--- config.mk ---
export PLATFORM = sky130hd
export DESIGN_NAME = ipc_mailbox
export DESIGN_NICKNAME = d
export VERILOG_FILES = /design/src/rtl/ipc_mailbox_pkg.sv /design/src/rtl/ipc_mbx_fifo.sv /design/src/rtl/ipc_mbx_irq_unit.sv /design/src/rtl/ipc_mailbox.sv
export SDC_FILE = /design/constraint.sdc
export NUM_CORES = 1
export LEC_CHECK = 0
export ABC_AREA = 1
export BUFFER_PORTS_ARGS = -buffer_cell sky130_fd_sc_hd__buf_4
export CAP_MARGIN = 15
export CORE_MARGIN = 2
export CORE_UTILIZATION = 55
export DETAILED_ROUTE_END_ITERATION = 16
export GPL_TIMING_DRIVEN = 0
export PLACE_DENSITY = 0.71
export REMOVE_ABC_BUFFERS = 1
export SETUP_SLACK_MARGIN = 0.05
export SLEW_MARGIN = 20
export SYNTH_ARGS = -nofsm -noshare
export SYNTH_HDL_FRONTEND = slang
export SYNTH_HIERARCHICAL = 1
export SYNTH_SLANG_ARGS = --single-unit
export TNS_END_PERCENT = 50
--- constraint.sdc ---
create_clock -name clk -period 5.5 [get_ports clk]
set_input_delay 1.1 -clock clk [delete_from_list [all_inputs] [get_ports clk]]
set_output_delay 1.1 -clock clk [all_outputs]
set_load 0.03 [all_outputs]
--- src/rtl/ipc_mailbox_pkg.sv ---
// Package: register offsets and the register-kind enumeration shared by
// the mailbox top, its sub-units and its checker.
// Assumes word-aligned byte addressing on the register bus.
package ipc_mailbox_pkg;

    localparam int OFS_REV    = 'h000;
    localparam int OFS_CFG    = 'h010;
    localparam int OFS_SYS    = 'h014;
    localparam int OFS_MSG    = 'h040;
    localparam int OFS_FULL   = 'h080;
    localparam int OFS_CNT    = 'h0C0;
    localparam int OFS_IRQ    = 'h100;
    localparam int IRQ_STRIDE = 8;
    localparam int Q_STRIDE   = 4;

    localparam int CFG_AUTO_BIT  = 0;
    localparam int CFG_SMART_BIT = 4;

    typedef enum logic [3:0] {
        RK_NONE,
        RK_REV,
        RK_CFG,
        RK_SYS,
        RK_MSG,
        RK_FULL,
        RK_CNT,
        RK_IRQST,
        RK_IRQEN
    } reg_kind_e;

endpackage

--- src/rtl/ipc_mbx_fifo.sv ---
// Module: one message queue of the mailbox.
// A circular buffer with separate read and write pointers and a word count.
// A push into a full queue and a pop from an empty queue are ignored.
// Assumes at most one push and one pop per cycle.
module ipc_mbx_fifo #(
    parameter  int DATA_W = 32,
    parameter  int DEPTH  = 4,
    localparam int CNT_W  = $clog2(DEPTH + 1),
    localparam int PTR_W  = (DEPTH > 1) ? $clog2(DEPTH) : 1
) (
    input  logic              clk,
    input  logic              rst_n,
    input  logic              push_i,
    input  logic              pop_i,
    input  logic [DATA_W-1:0] wdata_i,
    output logic [DATA_W-1:0] head_o,
    output logic [CNT_W-1:0]  count_o,
    output logic              full_o,
    output logic              empty_o
);

    logic [DATA_W-1:0] mem [DEPTH];
    logic [PTR_W-1:0]  wr_ptr;
    logic [PTR_W-1:0]  rd_ptr;
    logic [CNT_W-1:0]  count_q;
    logic              push_ok;
    logic              pop_ok;

    assign full_o  = (count_q == CNT_W'(DEPTH));
    assign empty_o = (count_q == '0);
    assign push_ok = push_i && !full_o;
    assign pop_ok  = pop_i && !empty_o;
    assign head_o  = mem[rd_ptr];
    assign count_o = count_q;

    // Purpose: store an accepted word at the write pointer.
    always_ff @(posedge clk) begin
        if (push_ok) begin
            mem[wr_ptr] <= wdata_i;
        end
    end

    // Purpose: advance the pointers and keep the word count.
    always_ff @(posedge clk) begin
        if (!rst_n) begin
            wr_ptr  <= '0;
            rd_ptr  <= '0;
            count_q <= '0;
        end else begin
            if (push_ok) begin
                wr_ptr <= (wr_ptr == PTR_W'(DEPTH - 1)) ? '0 : wr_ptr + 1'b1;
            end
            if (pop_ok) begin
                rd_ptr <= (rd_ptr == PTR_W'(DEPTH - 1)) ? '0 : rd_ptr + 1'b1;
            end
            count_q <= count_q + CNT_W'(push_ok) - CNT_W'(pop_ok);
        end
    end

endmodule

--- src/rtl/ipc_mbx_irq_unit.sv ---
// Module: status and enable registers and the interrupt line of one user.
// Each status bit is set from the next-cycle queue condition and cleared by
// a write of one. A clear takes effect only when the condition is false.
// Assumes the condition inputs already reflect this cycle's push or pop.
module ipc_mbx_irq_unit #(
    parameter  int NQ    = 6,
    localparam int IRQ_W = 2 * NQ
) (
    input  logic             clk,
    input  logic             rst_n,
    input  logic             en_we,
    input  logic             clr_we,
    input  logic [IRQ_W-1:0] wbits_i,
    input  logic [NQ-1:0]    nonempty_nx_i,
    input  logic [NQ-1:0]    notfull_nx_i,
    output logic [IRQ_W-1:0] status_o,
    output logic [IRQ_W-1:0] enable_o,
    output logic             irq_o
);

    logic [IRQ_W-1:0] set_bits;
    logic [IRQ_W-1:0] clr_bits;

    // Interleave the two event kinds: even bit = new message, odd = room.
    for (genvar n = 0; n < NQ; n++) begin : g_map
        assign set_bits[2*n]     = nonempty_nx_i[n];
        assign set_bits[2*n + 1] = notfull_nx_i[n];
    end

    assign clr_bits = clr_we ? wbits_i : '0;
    assign irq_o    = |(status_o & enable_o);

    // Purpose: sticky status with level re-set, and the writable enable mask.
    always_ff @(posedge clk) begin
        if (!rst_n) begin
            status_o <= '0;
            enable_o <= '0;
        end else begin
            status_o <= (status_o & ~clr_bits) | set_bits;
            if (en_we) begin
                enable_o <= wbits_i;
            end
        end
    end

endmodule

--- src/rtl/ipc_mailbox.sv ---
// Module: multi-queue interprocessor mailbox, top level.
// Decodes the register window, owns the configuration bits and the read data
// register, and instantiates one queue per channel and one interrupt unit
// per user. Assumes bus_wr and bus_rd are not both high in one cycle.
module ipc_mailbox
    import ipc_mailbox_pkg::*;
#(
    parameter int          NQ       = 6,
    parameter int          NU       = 4,
    parameter int          DEPTH    = 4,
    parameter int          DATA_W   = 32,
    parameter int          ADDR_W   = 9,
    parameter logic [31:0] REVISION = 32'h0000_0102
) (
    input  logic              clk,
    input  logic              rst_n,
    input  logic              bus_wr,
    input  logic              bus_rd,
    input  logic [ADDR_W-1:0] bus_addr,
    input  logic [DATA_W-1:0] bus_wdata,
    output logic [DATA_W-1:0] bus_rdata,
    output logic [NU-1:0]     irq_out
);

    localparam int CNT_W = $clog2(DEPTH + 1);
    localparam int IRQ_W = 2 * NQ;

    logic [31:0]       a_ext;
    reg_kind_e         sel_kind;
    int                sel_idx;

    logic [DATA_W-1:0] q_head  [NQ];
    logic [CNT_W-1:0]  q_count [NQ];
    logic [NQ-1:0]     q_full;
    logic [NQ-1:0]     q_empty;
    logic [NQ-1:0]     q_push;
    logic [NQ-1:0]     q_pop;
    logic [NQ-1:0]     nonempty_nx;
    logic [NQ-1:0]     notfull_nx;

    logic [IRQ_W-1:0]  st_q [NU];
    logic [IRQ_W-1:0]  en_q [NU];

    logic              cfg_auto;
    logic              cfg_smart;
    logic [DATA_W-1:0] rd_mux;
    logic [DATA_W-1:0] rdata_q;

    assign a_ext = 32'(bus_addr);

    // Purpose: map the bus address to a register kind and a queue/user index.
    always_comb begin
        sel_kind = RK_NONE;
        sel_idx  = 0;
        if (a_ext[1:0] == 2'b00) begin
            if (a_ext == OFS_REV) begin
                sel_kind = RK_REV;
            end else if (a_ext == OFS_CFG) begin
                sel_kind = RK_CFG;
            end else if (a_ext == OFS_SYS) begin
                sel_kind = RK_SYS;
            end else if (a_ext >= OFS_MSG && a_ext < OFS_MSG + Q_STRIDE * NQ) begin
                sel_kind = RK_MSG;
                sel_idx  = int'((a_ext - OFS_MSG) / Q_STRIDE);
            end else if (a_ext >= OFS_FULL && a_ext < OFS_FULL + Q_STRIDE * NQ) begin
                sel_kind = RK_FULL;
                sel_idx  = int'((a_ext - OFS_FULL) / Q_STRIDE);
            end else if (a_ext >= OFS_CNT && a_ext < OFS_CNT + Q_STRIDE * NQ) begin
                sel_kind = RK_CNT;
                sel_idx  = int'((a_ext - OFS_CNT) / Q_STRIDE);
            end else if (a_ext >= OFS_IRQ && a_ext < OFS_IRQ + IRQ_STRIDE * NU) begin
                sel_kind = a_ext[2] ? RK_IRQEN : RK_IRQST;
                sel_idx  = int'((a_ext - OFS_IRQ) / IRQ_STRIDE);
            end
        end
    end

    // One queue per channel, with its next-cycle conditions for the status bits.
    for (genvar n = 0; n < NQ; n++) begin : g_queue
        logic [CNT_W-1:0] cnt_nx;

        assign q_push[n] = bus_wr && (sel_kind == RK_MSG) && (sel_idx == n);
        assign q_pop[n]  = bus_rd && (sel_kind == RK_MSG) && (sel_idx == n);

        assign cnt_nx = q_count[n]
                      + CNT_W'(q_push[n] && !q_full[n])
                      - CNT_W'(q_pop[n] && !q_empty[n]);
        assign nonempty_nx[n] = (cnt_nx != '0);
        assign notfull_nx[n]  = (cnt_nx != CNT_W'(DEPTH));

        ipc_mbx_fifo #(
            .DATA_W (DATA_W),
            .DEPTH  (DEPTH)
        ) fifo_i (
            .clk     (clk),
            .rst_n   (rst_n),
            .push_i  (q_push[n]),
            .pop_i   (q_pop[n]),
            .wdata_i (bus_wdata),
            .head_o  (q_head[n]),
            .count_o (q_count[n]),
            .full_o  (q_full[n]),
            .empty_o (q_empty[n])
        );
    end

    // One interrupt unit per user.
    for (genvar u = 0; u < NU; u++) begin : g_user
        logic en_we;
        logic clr_we;

        assign en_we  = bus_wr && (sel_kind == RK_IRQEN) && (sel_idx == u);
        assign clr_we = bus_wr && (sel_kind == RK_IRQST) && (sel_idx == u);

        ipc_mbx_irq_unit #(
            .NQ (NQ)
        ) irq_i (
            .clk           (clk),
            .rst_n         (rst_n),
            .en_we         (en_we),
            .clr_we        (clr_we),
            .wbits_i       (bus_wdata[IRQ_W-1:0]),
            .nonempty_nx_i (nonempty_nx),
            .notfull_nx_i  (notfull_nx),
            .status_o      (st_q[u]),
            .enable_o      (en_q[u]),
            .irq_o         (irq_out[u])
        );
    end

    // Purpose: store the two idle-mode configuration bits.
    always_ff @(posedge clk) begin
        if (!rst_n) begin
            cfg_auto  <= 1'b0;
            cfg_smart <= 1'b0;
        end else if (bus_wr && sel_kind == RK_CFG) begin
            cfg_auto  <= bus_wdata[CFG_AUTO_BIT];
            cfg_smart <= bus_wdata[CFG_SMART_BIT];
        end
    end

    // Purpose: select the read value for the addressed register.
    always_comb begin
        rd_mux = '0;
        unique case (sel_kind)
            RK_REV:  rd_mux = DATA_W'(REVISION);
            RK_CFG:  rd_mux = (DATA_W'(cfg_smart) << CFG_SMART_BIT)
                            | (DATA_W'(cfg_auto) << CFG_AUTO_BIT);
            RK_SYS:  rd_mux = DATA_W'(1);
            RK_MSG: begin
                for (int n = 0; n < NQ; n++) begin
                    if (sel_idx == n && !q_empty[n]) rd_mux = q_head[n];
                end
            end
            RK_FULL: begin
                for (int n = 0; n < NQ; n++) begin
                    if (sel_idx == n) rd_mux = DATA_W'(q_full[n]);
                end
            end
            RK_CNT: begin
                for (int n = 0; n < NQ; n++) begin
                    if (sel_idx == n) rd_mux = DATA_W'(q_count[n]);
                end
            end
            RK_IRQST: begin
                for (int u = 0; u < NU; u++) begin
                    if (sel_idx == u) rd_mux = DATA_W'(st_q[u]);
                end
            end
            RK_IRQEN: begin
                for (int u = 0; u < NU; u++) begin
                    if (sel_idx == u) rd_mux = DATA_W'(en_q[u]);
                end
            end
            default: rd_mux = '0;
        endcase
    end

    // Purpose: register the read data; it is valid one cycle after the strobe.
    always_ff @(posedge clk) begin
        if (!rst_n) begin
            rdata_q <= '0;
        end else begin
            rdata_q <= bus_rd ? rd_mux : '0;
        end
    end

    assign bus_rdata = rdata_q;

endmodule

==> Word level (Yosys, flattened, before mapping) <==
Memory sizes are Yosys's and may differ from the RTL's. A register that Yosys moved wholly into a read port is not among the register bits.
Cells that the tools add are included.
{ "classes": {"n_eq_ne": 39, "n_bitwise": 17, "magnitude_cmp": 8, "mux": 84, "reduce_logical": 79, "addsub": 28} }
{ "ops": {"columns": ["operator", "n"], "rows": [
  ["32-bit two-way mux", 23],
  ["32-bit case mux with 8 select lines", 1],
  ["30-bit two-way mux", 6],
  ["12-bit bitwise AND", 8],
  ["12-bit two-way mux", 6],
  ["32-bit by 3-bit equality test with 1-bit output, second input constant", 2],
  ["32-bit by 4-bit equality test with 1-bit output, second input constant", 2],
  ["32-bit zero test", 2],
  ["2-bit two-way mux", 24],
  ["12-bit inverter", 4],
  ["12-bit bitwise OR", 4],
  ["12-bit OR reduction", 4],
  ["1-bit logical AND", 47],
  ["4-bit two-way mux", 9],
  ["32-bit by 2-bit equality test with 1-bit output, second input constant", 1],
  ["29-bit two-way mux", 1],
  ["2-bit by 1-bit adder with 2-bit output, second input constant", 12],
  ["2-bit equality test, second input constant", 12],
  ["9-bit by 8-bit subtractor with 10-bit output, second input constant", 2],
  ["3-bit by 1-bit adder with 3-bit output", 6],
  ["3-bit equality test, second input constant", 6],
  ["9-bit by 5-bit equality test with 1-bit output, second input constant", 2],
  ["9-bit by 8-bit >= comparator with 1-bit output, second input constant", 2],
  ["3-bit zero test", 6],
  ["20 further kinds", 63]
]} }
{ "word_totals": {"input_bits": 45, "regBits": 172, "word_cells": 290, "ramBits": 768, "mem_count": 6} }
{ "mem_list": {"columns": ["memory", "depth", "width", "rd", "rd_ports_with_merged_regs", "wr", "line", "source"], "rows": [
  ["g_queue[0].fifo_i.mem", 4, 32, 1, 1, 1, "ipc_mbx_fifo.sv:22", "logic [DATA_W-1:0] mem [DEPTH];"],
  ["g_queue[1].fifo_i.mem", 4, 32, 1, 1, 1, "ipc_mbx_fifo.sv:22", null],
  ["g_queue[2].fifo_i.mem", 4, 32, 1, 1, 1, "ipc_mbx_fifo.sv:22", null],
  ["g_queue[3].fifo_i.mem", 4, 32, 1, 1, 1, "ipc_mbx_fifo.sv:22", null],
  ["g_queue[4].fifo_i.mem", 4, 32, 1, 1, 1, "ipc_mbx_fifo.sv:22", null],
  ["g_queue[5].fifo_i.mem", 4, 32, 1, 1, 1, "ipc_mbx_fifo.sv:22", null]
]} }

==> Depth between registers and ports, before layout <==
{ "depth": {"word_depth": 19, "mapped_depth": 31, "mapped_depth_nobuf": 30} }

==> Hierarchy <==
The synthesis kept the hierarchy.
{ "modules_own_cells": {"columns": ["module", "n_inst", "area_per_inst_um2", "cells_per_inst", "seq_area_each_um2"], "rows": [
  ["ipc_mbx_fifo (g_queue[0].fifo_i ...)", 4, 5280.1, 380, 4023.9],
  ["ipc_mailbox", 1, 5420.2, 934, 680.7],
  ["ipc_mbx_fifo (g_queue[5].fifo_i)", 1, 5270.1, 374, 4023.9],
  ["ipc_mbx_fifo (g_queue[1].fifo_i)", 1, 5266.3, 375, 4023.9],
  ["ipc_mbx_irq_unit", 4, 960.9, 125, 480.5]
]} }

==> Worst setup path after synthesis <==
OpenSTA, ideal clock, no wires.
{ "synth_path": {"path_type": "in2reg", "from": "input port bus_addr[8]", "to": "memory g_queue[3].fifo_i.mem[0][0], enable pin", "setup_slack_ns": 0.384, "path_stages": 18, "n_path_buf": 2, "setup_ns": 0.421, "t_arrival_ns": 4.695, "cell_sequence": "inv_1 -> ha_1 -> nand2_1 -> inv_2 -> nand4_1 -> nand2_2 -> nand2_4 -> nand3_2 -> nand2_1 -> nand2_2 -> nand3_1 -> nor2_2 -> nand2_4 -> buf_2 -> buf_2 -> nor2_1 -> nand2_1 -> nor2_1"} }
{ "synth_between": {"elab_chain_cells": 16} }
{ "synth_rtl": {"columns": ["element", "line", "source"], "rows": [
  ["start, declared", "ipc_mailbox.sv:19", "input logic [ADDR_W-1:0] bus_addr,"],
  ["branches (longest 12 deep; another with 9-bit >= comparator)", null, null],
  ["1-bit logical AND (*)", "ipc_mailbox.sv:82", "assign q_push[n] = bus_wr && (sel_kind == RK_MSG) && (sel_idx == n);"],
  ["via q_push[3]", "ipc_mailbox.sv:36", "logic [NQ-1:0] q_push;"],
  ["1-bit logical AND (*)", "ipc_mbx_fifo.sv:31", "assign push_ok = push_i && !full_o;"],
  ["1-bit two-way mux (*)", "ipc_mbx_fifo.sv:38", "if (push_ok) begin"],
  ["1-bit two-way mux (not written as such) (*)", "ipc_mbx_fifo.sv:39", "mem[wr_ptr] <= wdata_i;"],
  ["end, declared", "ipc_mbx_fifo.sv:22", null]
]} }
Mark *: on every way through the listed nets, which the timed path passes.

==> Final worst setup path <==
{ "layout_path": {"from": "input port bus_addr[8]", "to": "register g_user[0].irq_i.status_o[0]"} }
{ "layout_between": {"elab_chain_cells": 18} }
{ "layout_rtl": {"columns": ["element", "line", "source"], "rows": [
  ["9-bit >= comparator or 9-bit less-than comparator (tied branches)", "ipc_mailbox.sv:71", "end else if (a_ext >= OFS_IRQ && a_ext < OFS_IRQ + IRQ_STRIDE * NU) begin"],
  ["1-bit logical AND", "ipc_mailbox.sv:71", null],
  ["4-bit two-way mux", "ipc_mailbox.sv:71", null],
  ["4-bit two-way mux", "ipc_mailbox.sv:68", "end else if (a_ext >= OFS_CNT && a_ext < OFS_CNT + Q_STRIDE * NQ) begin"],
  ["4-bit two-way mux", "ipc_mailbox.sv:65", "end else if (a_ext >= OFS_FULL && a_ext < OFS_FULL + Q_STRIDE * NQ) begin"],
  ["4-bit two-way mux", "ipc_mailbox.sv:62", "end else if (a_ext >= OFS_MSG && a_ext < OFS_MSG + Q_STRIDE * NQ) begin"],
  ["4-bit two-way mux", "ipc_mailbox.sv:60", "end else if (a_ext == OFS_SYS) begin"],
  ["4-bit two-way mux", "ipc_mailbox.sv:58", "end else if (a_ext == OFS_CFG) begin"],
  ["(+4 left out)", null, null],
  ["1-bit logical AND (*)", "ipc_mailbox.sv:82", null],
  ["via q_push[0]", "ipc_mailbox.sv:36", null],
  ["1-bit logical AND (*)", "ipc_mailbox.sv:86", "+ CNT_W'(q_push[n] && !q_full[n])"],
  ["3-bit by 1-bit adder with 3-bit output (*)", "ipc_mailbox.sv:86", null],
  ["3-bit by 1-bit subtractor with 3-bit output (*)", "ipc_mailbox.sv:87", "- CNT_W'(q_pop[n] && !q_empty[n]);"],
  ["3-bit nonzero test (*)", "ipc_mailbox.sv:88", "assign nonempty_nx[n] = (cnt_nx != '0);"],
  ["via nonempty_nx[0]", "ipc_mailbox.sv:38", "logic [NQ-1:0] nonempty_nx;"],
  ["12-bit bitwise OR (*)", "ipc_mbx_irq_unit.sv:39", "status_o <= (status_o & ~clr_bits) | set_bits;"],
  ["end signal, assigned", "ipc_mbx_irq_unit.sv:39", null],
  ["end, declared", "ipc_mbx_irq_unit.sv:16", "output logic [IRQ_W-1:0] status_o,"]
]} }
The timed path passes the listed nets; every way through them passes the cells marked *.
A chain may end at the register's enable or synchronous reset.

==> results.py <==
metrics = {
    "run_status": {
        "status": "finished clean",
    },
    "clocking": {
        "clk_pin_slew_ns": 0.06,
        "numCtsBuffers": 96,
        "cts_max_level": 3,
        "cts_tree": "done",
        "clock_latency_ns": 0.67,
        "root_buffer": "clkbuf_16",
        "clock_path_buffers": 3,
        "clock_sinks": 952,
    },
    "setup_path": {
        "r2r-start": "g_queue[5].fifo_i/count_o[1]",
        "path_class": "in2reg",
        "cp-end-kind": "register",
        "crit_arrival_ns": 5.70,
        "start_kind": "primary input",
        "crit_path_max_fanout": 11,
        "crit_start": "bus_addr[8]",
        "worstPathRequired_ns": 6.03,
    },
    "logic_synthesis": {
        "synth_cell_types": 47,
        "yosys-mux-area-fraction": 0,
        "synth_adder_area_share": 0.0261,
        "ys_ff_latch": 952,
        "synth-edff-count": 768,
        "synthSimpleGateAreaFrac": 0.143,
        "synthArstFlopShare": 0,
        "avgSynthCellArea_um2": 11.1,
        "synth-compound-area-share": 0.118,
        "syn_inst": 3703,
        "synth.yosys.warnings": 6,
        "synth_flop_cell": "edfxtp_1",
        "synth_seq_area_share": 0.654,
        "syn-cell-area_um2": 40900,
        "synth-xor-area-share": 0.00300,
        "synth_top_family_by_area": "simple AND/OR/NAND/NOR gates",
        "synth_area_leaders": "edfxtp_1 56%, dfxtp_1 9.0%, nor2_1 6.4%",
        "synth_top_area_frac": 0.564,
        "synth_area_leader_cell": "edfxtp_1",
    },
    "final_layout": {
        "diodes": 0,
        "seq_area_um2": 26800,
        "layout_common_cells": "768 x edfxtp_1, 672 x nor2_1, 467 x nand2_1, 256 x o21ai_0, 204 x o21ai_1",
        "final_common_cell": "edfxtp_1",
        "fin_nets": 3865,
        "multi_input_area_um2": 12100,
        "fillers": 5738,
        "fin_cells": 4792,
        "syn_to_final_growth_pct": 11.2,
        "drive_gt1_frac": 0.118,
        "final_util": 0.614,
    },
    "placed_design": {
        "routabilityCongestion": 0.887,
        "port_buffers": 80,
        "dp_cells": 4604,
        "dpl.hpwl_mm": 61.0,
    },
    "routing": {
        "drtIter0Drc": 2990,
        "wl_mm": 102,
        "vias": 28100,
        "first_pass_iters": 5,
        "wl_per_cell_um": 21.2,
        "vias_per_cell": 5.86,
        "drc": 0,
        "postRouteAntennaNets": 0,
    },
    "timing": {
        "slew_headroom": 0.207,
        "rsz0062_at_grt": "false",
        "hold_slack_ns": 0.458,
        "fin_tns_setup_ns": 0,
        "hold_violations": 0,
        "post-route-period-util": 0.939,
        "maxClockFrequency_ghz": 0.194,
        "skew_ns": 0.0465,
        "fin_crit_ns": 5.17,
        "tightest_slew_ns": 1.19,
        "drv_slew": 0,
        "setup_viol": 0,
    },
    "floorplanning": {
        "core_region_area_um2": 74100,
        "die_w_um": 277,
        "rows": 100,
        "initial_core_util": 0.552,
        "design.die.area_um2": 76600,
        "ios": 81,
        "die_h_um": 277,
    },
    "pwr": {
        "irDropWorstVdd_mv": 0.230,
        "p_per_area_nw_per_um2": 324,
        "power_leakage_uw": 0.0166,
    },
    "job": {
        "maxCapViolations": 0,
    },
    "global_routing": {
        "grt_pass1_vias": 26300,
        "antenna_found_initial": 0,
        "grt_start_max_net_pins": 98,
        "grt_pass1_wl_mm": 154,
        "grt.total_usage": 0.262,
        "grt-ovfl-total": 0,
    },
    "hold_path": {
        "hp-class": "reg2reg",
        "min_from": "cfg_smart",
    },
}
repair_timing:
action                                  CTS  global route
gates cloned                              1             0
endpoints found under the setup margin   12            52
resized for setup                         2            10
hold buffers                              0             0
pin swaps                                 1             2
setup buffers                             2             6
sequential cells by signal (all words and copies together), names as in the netlist, named ones only:
name	flops
cfg_auto	1
cfg_smart	1
g_user.irq_i/status_o	48
g_queue.fifo_i/count_o	18
g_user.irq_i/enable_o	48
g_queue.fifo_i/wr_ptr	12
g_queue.fifo_i/rd_ptr	12
bus_rdata	32
g_queue.fifo_i/mem	768
layout make-up:
| cell class | instances | area share |
|---|---|---|
| clock buffers | 123 | 0.0575 |
| clock inverters | 56 | 0.0120 |
| inverters | 221 | 0.0195 |
| multi-input cells | 2354 | 0.266 |
| flip-flops and latches | 952 | 0.589 |
| well taps | 969 | 0.0266 |
| repair buffers | 117 | 0.0299 |
logic make-up after synthesis:
group,count (synthesis)
AND/OR/NAND/NOR,1402
adder cells (fa/ha/maj),78
XOR/XNOR,14
flip-flops,952
AO/OA/AOI/OAI,859
buffers and inverters,398
critical path, cell delays in order:
cell	delay (ns)
buf_4	0.13
clkinvlp_4	0.20
ha_1	0.26
a21oi_1	0.25
nand2_2	0.24
nand2_4	0.15
nor2_2	0.07
a21oi_1	0.27
inv_1	0.13
nor3_4	0.31
nand2_2	0.28
nor2_1	0.43
nand2_1	0.11
ha_1	0.29
inv_1	0.04
ha_1	0.19
fa_1	0.38
xor2_1	0.18
nand3b_1	0.39
a21oi_2	0.23
nor2_1	0.06
worst paths after layout:
kind	to	slack (ns)	depth (start not counted)
worst max-delay path	g_user[0].irq_i/status_o[0]	0.33	21
worst max register to register	g_user[1].irq_i/status_o[10]	1.87	17
worst min register to register	cfg_smart	0.46	2
worst min-delay path	cfg_smart	0.46	2
through the flow:
step / instance area [um2] / power, uW / worst slack, ns
2_1_floorplan: 39500 / 8160 / 0.214
3_3_place_gp: 41300 / 8390 / -1.96
3_5_place_dp: 42200 / 8390 / -1.49
4_1_cts: 45400 / 14800 / 0.155
5_1_grt: 45500 / 15100 / 0.0617
6_report: 45500 / 14700 / 0.333
synth_stat cells, types with 2 or more instances:
cell and n:
inv_1 193, nor2_4 9, buf_6 82, nand2_2 16, xnor2_1 7, nor2_8 2
a21oi_2 34, or2_2 11, nand4_1 11, dfxtp_1 184, fa_1 12, nor3_1 5
o21ai_0 256, nand3_1 132, nand3b_1 11, nor2_2 10, xor2_1 7, a22o_1 3
o21ai_1 204, edfxtp_1 768, clkbuf_1 14, inv_2 22, nand3_2 6, nand2_4 8
o21bai_1 2, inv_8 6, buf_4 22, a21oi_1 119, nor2_1 703, ha_1 66
nand2_1 469, o22ai_1 192, buf_2 59, o21ai_2 11, o211ai_1 35
report_power, final:
group | total (uW) | leakage (uW) | switching (uW) | internal (uW)
sequential | 7820 | 0.00840 | 20.6 | 7800
clock | 6470 | 0.00153 | 2760 | 3710
combinational | 433 | 0.00665 | 331 | 102
total | 14700 | 0.0166 | 3110 | 11600
routing by layer:
layer  wire, um  part of all wire  up-vias  GRT usage
met3       7260             0.071      227     0.0356
met5          0                 0        -          0
met4       4380             0.043        0      0.116
li1           -                 -    13100          -
met2      48600              0.48     1166      0.430
met1      41400              0.41    13600      0.351
No activity file was read; power rests on OpenSTA's default activity.
